[src/rtl/eirq_pkg.sv]
package eirq_pkg;
  localparam int CTRL_W    = 16;
  localparam int PRIO_W    = 3;
  localparam int CTRL_BITS = PRIO_W + 4;

  typedef struct packed {
    logic              sfnm;
    logic              casc;
    logic              lvl;
    logic              mask;
    logic [PRIO_W-1:0] prio;
  } ctrl_t;

  localparam ctrl_t CTRL_RST = '{sfnm: 1'b0, casc: 1'b0, lvl: 1'b0,
                                 mask: 1'b1, prio: '1};
endpackage

[src/rtl/eirq_sync.sv]
module eirq_sync #(
  parameter int STAGES = 2
) (
  input  logic clk,
  input  logic rst_n,
  input  logic d,
  output logic q
);
  logic [STAGES-1:0] sh_q;
  logic [STAGES-1:0] sh_n;

  always_comb sh_n = {sh_q[STAGES-2:0], d};

  always_ff @(posedge clk or negedge rst_n) begin
    if (!rst_n) sh_q <= '0;
    else        sh_q <= sh_n;
  end

  assign q = sh_q[STAGES-1];
endmodule

[src/rtl/eirq_chan.sv]
module eirq_chan
  import eirq_pkg::*;
#(
  parameter int SYNC_STAGES = 2
) (
  input  logic                 clk,
  input  logic                 rst_n,
  input  logic                 pin,
  input  logic                 wr_en,
  input  logic [CTRL_BITS-1:0] wr_bits,
  input  logic                 ack_this,
  output ctrl_t                ctrl,
  output logic                 req
);
  logic  pin_s;
  logic  pin_d;
  logic  pend_q, pend_n;
  ctrl_t ctrl_q, ctrl_n;

  eirq_sync #(.STAGES(SYNC_STAGES)) u_sync (
    .clk(clk), .rst_n(rst_n), .d(pin), .q(pin_s)
  );

  always_comb begin
    ctrl_n = ctrl_q;
    if (wr_en) ctrl_n = ctrl_t'(wr_bits);
  end

  always_comb begin
    pend_n = pend_q;
    if (pin_s && !pin_d && !ctrl_q.mask) pend_n = 1'b1;
    if (ack_this || !pin_s || ctrl_q.mask) pend_n = 1'b0;
  end

  always_ff @(posedge clk or negedge rst_n) begin
    if (!rst_n) begin
      ctrl_q <= CTRL_RST;
      pend_q <= 1'b0;
      pin_d  <= 1'b0;
    end else begin
      ctrl_q <= ctrl_n;
      pend_q <= pend_n;
      pin_d  <= pin_s;
    end
  end

  assign ctrl = ctrl_q;
  assign req  = !ctrl_q.mask && (ctrl_q.lvl ? pin_s : pend_q);
endmodule

[src/rtl/eirq_arb.sv]
module eirq_arb #(
  parameter int PRIO_W = 3
) (
  input  logic [1:0]        req,
  input  logic [PRIO_W-1:0] prio0,
  input  logic [PRIO_W-1:0] prio1,
  output logic              any,
  output logic              win
);
  always_comb begin
    any = |req;
    win = req[1] && (!req[0] || (prio1 < prio0));
  end
endmodule

[src/rtl/ext_irq_pair.sv]
module ext_irq_pair
  import eirq_pkg::*;
#(
  parameter int         SYNC_STAGES = 2,
  parameter logic [7:0] VEC_BASE    = 8'h0C
) (
  input  logic              clk,
  input  logic              rst_n,
  input  logic              wr_en,
  input  logic              wr_sel,
  input  logic [CTRL_W-1:0] wr_data,
  input  logic              rd_sel,
  output logic [CTRL_W-1:0] rd_data,
  input  logic [1:0]        irq_in,
  input  logic              cpu_ack,
  output logic              irq_req,
  output logic              irq_win,
  output logic [7:0]        irq_type,
  output logic [1:0]        ack_pin_o,
  output logic [1:0]        ack_pin_oe
);
  localparam int NCH = 2;

  logic [1:0] rs_q;
  logic       rst_sync_n;
  ctrl_t      ch_ctrl [NCH];
  logic [NCH-1:0] chan_req;
  logic [NCH-1:0] ack_hit;
  logic [NCH-1:0] pulse_q, pulse_n;
  logic       any_req;
  logic       win_idx;
  logic       unused_rsvd;

  always_ff @(posedge clk or negedge rst_n) begin
    if (!rst_n) rs_q <= 2'b00;
    else        rs_q <= {rs_q[0], 1'b1};
  end
  assign rst_sync_n  = rs_q[1];
  assign unused_rsvd = ^wr_data[CTRL_W-1:CTRL_BITS];

  eirq_arb #(.PRIO_W(PRIO_W)) u_arb (
    .req(chan_req), .prio0(ch_ctrl[0].prio), .prio1(ch_ctrl[1].prio),
    .any(any_req), .win(win_idx)
  );

  for (genvar i = 0; i < NCH; i++) begin : g_ch
    eirq_chan #(.SYNC_STAGES(SYNC_STAGES)) u_ch (
      .clk     (clk),
      .rst_n   (rst_sync_n),
      .pin     (irq_in[i]),
      .wr_en   (wr_en && (wr_sel == 1'(i))),
      .wr_bits (wr_data[CTRL_BITS-1:0]),
      .ack_this(ack_hit[i]),
      .ctrl    (ch_ctrl[i]),
      .req     (chan_req[i])
    );
    assign ack_hit[i]    = cpu_ack && any_req && (win_idx == 1'(i));
    assign pulse_n[i]    = ack_hit[i] && ch_ctrl[i].casc;
    assign ack_pin_oe[i] = ch_ctrl[i].casc;
  end

  always_ff @(posedge clk or negedge rst_sync_n) begin
    if (!rst_sync_n) pulse_q <= '0;
    else             pulse_q <= pulse_n;
  end

  assign ack_pin_o = pulse_q;
  assign irq_req   = any_req;
  assign irq_win   = win_idx;
  assign irq_type  = VEC_BASE + {7'd0, win_idx};
  assign rd_data   = {{(CTRL_W-CTRL_BITS){1'b0}}, ch_ctrl[rd_sel]};
endmodule

[config.mk]
export PLATFORM = sky130hd
export DESIGN_NAME = ext_irq_pair
export DESIGN_NICKNAME = d
export VERILOG_FILES = /design/src/rtl/eirq_pkg.sv /design/src/rtl/eirq_sync.sv /design/src/rtl/eirq_chan.sv /design/src/rtl/eirq_arb.sv /design/src/rtl/ext_irq_pair.sv
export SDC_FILE = /design/constraint.sdc
export NUM_CORES = 1
export LEC_CHECK = 0
export ABC_AREA = 1
export BUFFER_PORTS_ARGS = -buffer_cell sky130_fd_sc_hd__buf_2
export CAP_MARGIN = 20
export CORE_AREA = 2 2 54 56
export CTS_BUF_LIST = sky130_fd_sc_hd__clkbuf_16
export CTS_CLUSTER_DIAMETER = 50
export CTS_CLUSTER_SIZE = 16
export DETAILED_ROUTE_END_ITERATION = 10
export DIE_AREA = 0 0 56 58
export PLACE_DENSITY = 0.81
export REMOVE_ABC_BUFFERS = 1
export SYNTH_ARGS = -nofsm -noshare
export SYNTH_HDL_FRONTEND = slang
export SYNTH_SLANG_ARGS = --single-unit
[constraint.sdc]
create_clock -name clk -period 2.6 [get_ports clk]
set_clock_uncertainty 0.15 [all_clocks]
set_input_delay 0.26 -clock clk [delete_from_list [all_inputs] [get_ports clk]]
set_output_delay 0.26 -clock clk [all_outputs]
set_load 0.05 [all_outputs]
Word level (Yosys, flattened, before mapping)
Index checks and enable logic that the tools add are counted.
- register bits after elaboration: 26
- input bits: 24
- output and inout port bits: 30
- logic and storage cells: 62
- add/sub/neg operators: 1
- magnitude comparators: 2
- multiplexer cells: 9
- bitwise gates (word level): 3
- reductions and logical operators: 29
- operators by type and width (kind ; count):
    $mux W7 ; 3
    $logic_and A1 B1 Y1 ; 14
    $logic_not A1 Y1 ; 7
    $mux W1 ; 6
    $add A4 B1 Y5 const A ; 1
    $logic_or A1 B1 Y1 ; 5
    $reduce_bool A2 Y1 ; 2
    $lt A3 B3 Y1 ; 1
    $ge A2 B2 Y1 const B ; 1
    $not A1 Y1 ; 2
    $not A1 Y2 ; 1
    $reduce_or A2 Y1 ; 1

Logic depth before layout (Yosys ltp)
- depth in word-level cells: 10
- mapped depth: 10
- mapped depth without buffers: 10

Cells and area by module
Synthesis repeated with hierarchy kept, for this count alone.
- cells, all modules: 157
- area, all modules: 1330.0 sq um
- by module, submodules not included (module ; instances ; cells each ; area each (sq um) ; seq. area each (sq um)):
    eirq_chan ; 2 ; 41 ; 379.1 ; 230.2
    ext_irq_pair ; 1 ; 57 ; 392.9 ; 100.1
    eirq_sync ; 2 ; 2 ; 50.0 ; 50.0
    eirq_arb ; 1 ; 14 ; 78.8 ; 0.0

Worst setup path after synthesis
Ideal clock, no wire load.
- path type: reg-to-output
- start point: register g_ch[0].u_ch.ctrl_q (netlist bit g_ch[0].u_ch.ctrl[2])
- end point: output irq_type[0]
- data arrival time: 1.761 ns
- required time: 2.190 ns
- slack: 0.429 ns
- stages on the path, launching flop included: 9
- buffers on the path: 1
- cell sequence: dfstp_2 inv_1 ha_1 a21oi_1 nand2_1 nand2_2 nand2_2 inv_1 buf_4
- longest elaborated chain between the ends: 4
- ends and longest elaborated chain (what ; RTL line ; text):
    start, declared ; eirq_chan.sv:18 ; ctrl_t ctrl_q, ctrl_n;
    start signal, assigned ; eirq_chan.sv:41 ; ctrl_q <= ctrl_n;
    $lt A3 B3 Y1 ; eirq_arb.sv:12 ; win = req[1] && (!req[0] || (prio1 < prio0));
    $logic_or A1 B1 Y1 ; eirq_arb.sv:12 ;
    $logic_and A1 B1 Y1 ; eirq_arb.sv:12 ;
    via irq_win ; ext_irq_pair.sv:17 ; output logic irq_win,
    $add A4 B1 Y5 ; ext_irq_pair.sv:70 ; assign irq_type = VEC_BASE + {7'd0, win_idx};
    end, declared ; ext_irq_pair.sv:18 ; output logic [7:0] irq_type,
The timed path passes the listed nets, and every way through them passes these cells.

Worst setup path after layout
- start point: register g_ch[0].u_ch.ctrl_q (netlist bit g_ch[0].u_ch.ctrl[2])
- end point: output irq_type[0]
- longest elaborated chain between the ends: 4
- ends and longest elaborated chain (what ; RTL line):
    $lt A3 B3 Y1 ; eirq_arb.sv:12
    $logic_or A1 B1 Y1 ; eirq_arb.sv:12
    $logic_and A1 B1 Y1 ; eirq_arb.sv:12
    $add A4 B1 Y5 ; ext_irq_pair.sv:70
Every way passes these cells.

==> results.toml <==
[sta]
hold_viol_final = 0
drv_slew = 0
setup_viol = 0
finalCritPeriodShare = 0.858
rsz0062_at_grt = "false"
tightest_slew_ns = 0.933
max_freq_mhz = 448
finalWorstSetupSlack_ns = 0.369
slew_headroom = 0.378
setup_tns_ns = 0
min_period_ns = 2.23

[worst_setup_path]
endpoint = "irq_type[0]"
rr_startpoint = "g_ch[0].u_ch.ctrl[2]"
cp.arrival_ns = 1.82
r2r_cells = 7
slowest_stage = "dfstp_2"
max_stage_delay_ns = 0.53
rrSetupSlack_ns = 0.99
startpoint = "g_ch[0].u_ch.ctrl[2]"
path_buf_inv = 3
path_depth = 8
crit_chain = "inv_1 -> ha_1 -> a21oi_1 -> nand2_1 -> nand2_2 -> nand2_2 -> inv_1 -> buf_2"
crit_type = "reg2out"
crit_required_ns = 2.19
timing.rr.end = "g_ch[0].u_ch.pend_q"
cp_top_family = "flip-flops"
timing.critical_path.to_type = "output port"
crit_fanout = 3
cp-start-kind = "flop"

[floorplan]
coreArea_sq_um = 2660
start_util = 0.481
ios = 54
die-area_sq_um = 3250
rows = 19
die_h_microns = 58
die_w_microns = 56

[cts]
cts_tree = "done"
cts_root_buf = "clkbuf_16"
hold_buffers = 3
insertion_delay_ns = 0.26
clk_pin_slew_ns = 0.06
post_cts_buffers = 0
ctsResizeCount = 0
clock-sinks = 26
cts_buffers = 3
clk_path_buf_depth = 2
htree_levels = 1

[synth]
synth_seq_cells = 26
seq_area_frac_synth = 0.516
ys_warn_count = 0
synth_top_cell_by_area = "dfrtp_1"
syn_area_sq_um = 1280
synth_ff_type = "dfrtp_1"
synth_area_leaders = "dfrtp_1 35%, dfstp_2 16%, buf_4 11%, nand2_1 9.4%, o21ai_0 7.4%"
yosysUniqueCellTypes = 20
async_flop_share = 1.00
synth.most_common_cell = "nand2_1"
synth_edf_count = 0
synth_commonest_cells = "32 x nand2_1, 25 x inv_1, 19 x buf_4, 19 x o21ai_0, 18 x dfrtp_1"
synth_cells = 148
syn_area_per_cell_sq_um = 8.65
synth_top_area_share = 0.352

[routing]
vias = 926
post_drt_wl_per_cell_microns = 9.79
routed_wl_mm = 2.03
drcViolationCount = 0
vias_per_cell = 4.47
antenna_left = 0
drt_pass1_iterations = 4
first_iter_violations = 14

[grt]
antenna_found_initial = 0
globalRouteOverflowTotal = 0
grt_max_degree = 25
grt_pass1_wl_mm = 3.63
grt_pass1_vias = 862
grt_usage = 0.144

[layout]
syn2layout_area_growth_pct = 16.6
layoutNonFillerInstCount = 207
antenna_cells = 0
finish.utilization = 0.561
nFillCells = 258
drive_above_1_share = 0.284
nNetsFinal = 203

[place]
pre_cts_slack_ns = 0.649
gp_congestion = 0.775
place_inst = 200
portBuffers = 28
dp_hpwl_mm = 1.50

[pwr]
p_leak_nw = 0.829
powerDensity_nw_per_um2 = 835
peakVddDrop_mv = 0.603

[min_path]
hold_path.class = "in2reg"

[status]
outcome = "finished, final reports clean"

[flow_run]
cap_violations = 0
## registers in the layout, summed over array words and instances (netlist names)
register / flops
g_ch.u_ch.ctrl: 14
g_ch.u_ch.pend_q: 2
rs_q: 2
g_ch.u_ch.u_sync.sh_q: 4
g_ch.u_ch.pin_d: 2
ack_pin_o: 2
## metal layers
layer	global-route usage	share of wire
met1	0.182	0.45
met2	0.247	0.48
met3	0.0223	0.068
met4	0.0612	0.0084
met5	0	0
## power breakdown
group | switching (mW) | leakage, nW | internal [mW] | total (mW)
Combinational | 0.246 | 0.472 | 0.0740 | 0.320
Sequential | 0.0294 | 0.305 | 0.455 | 0.484
Clock | 0.137 | 0.0511 | 0.306 | 0.443
## layout make-up
type	instances	area, sq um	share of cell area
flip-flops and latches	26	661	0.443
multi-input cells	88	417	0.279
repair buffers	31	170	0.114
inverters	27	101	0.0679
clock buffers	3	75.1	0.0503
well taps	31	38.8	0.0260
clock inverters	1	30.0	0.0201
## logic make-up (layout without fill, tap and decap cells)
logic type | after synthesis | count (layout) | share of synthesized area
simple gates | 44 | 44 | 0.149
buf+inv | 49 | 62 | 0.202
fa+ha+maj | 2 | 2 | 0.0195
other cells | 2 | 17 | 0.00587
mux | 1 | 1 | 0.00880
flops | 26 | 26 | 0.516
compound gates | 24 | 24 | 0.0987
## worst min path at each step
stage                from              endpoint  slack [ns]  cells after the start
6_report       wr_data[3]  g_ch[0].u_ch.ctrl[3]        0.08                      3
3_3_place_gp        rst_n               rs_q[0]       -0.10                      1
5_1_grt        wr_data[3]  g_ch[0].u_ch.ctrl[3]        0.10                      3
4_1_cts        wr_data[3]  g_ch[0].u_ch.ctrl[3]        0.07                      3
3_5_place_dp        rst_n               rs_q[0]       -0.10                      1
2_1_floorplan       rst_n               rs_q[0]       -0.19                      0
## metrics by stage
stage	power, mW	hold WS [ns]	instance area, sq um
3_5_place_dp	0.809	-0.103	1360
4_1_cts	1.26	0.0742	1490
2_1_floorplan	0.742	-0.186	1180
5_1_grt	1.31	0.102	1490
3_3_place_gp	0.803	-0.103	1360
6_report	1.25	0.0763	1490
## worst reg2reg max path: cells and delay by family (launching register included)
family,cells,cell delay [ns]
compound gates,2,0.30
fa+ha+maj,1,0.29
buf+inv,1,0.05
flops,1,0.53
simple gates,3,0.23
## cells in the final DEF (no fill, tap or decap)
| cell type | count |
|---|---|
| nor2_2 | 2 |
| dfstp_2 | 8 |
| bufinv_16 | 1 |
| a21oi_2 | 1 |
| dlygate4sd3_1 | 3 |
| a21oi_1 | 3 |
| nand2_2 | 4 |
| nor2_1 | 2 |
| dfrtp_1 | 18 |
| mux2_2 | 1 |
| nand2_1 | 32 |
| inv_1 | 25 |
| buf_2 | 28 |
| inv_2 | 1 |
| o21ai_0 | 19 |
| a211oi_1 | 1 |
| ha_1 | 2 |
| conb_1 | 17 |
| nand3_2 | 1 |
| nand3_1 | 3 |
| clkbuf_16 | 3 |
| clkinv_1 | 1 |
No activity file was read; power rests on OpenSTA's default activity.
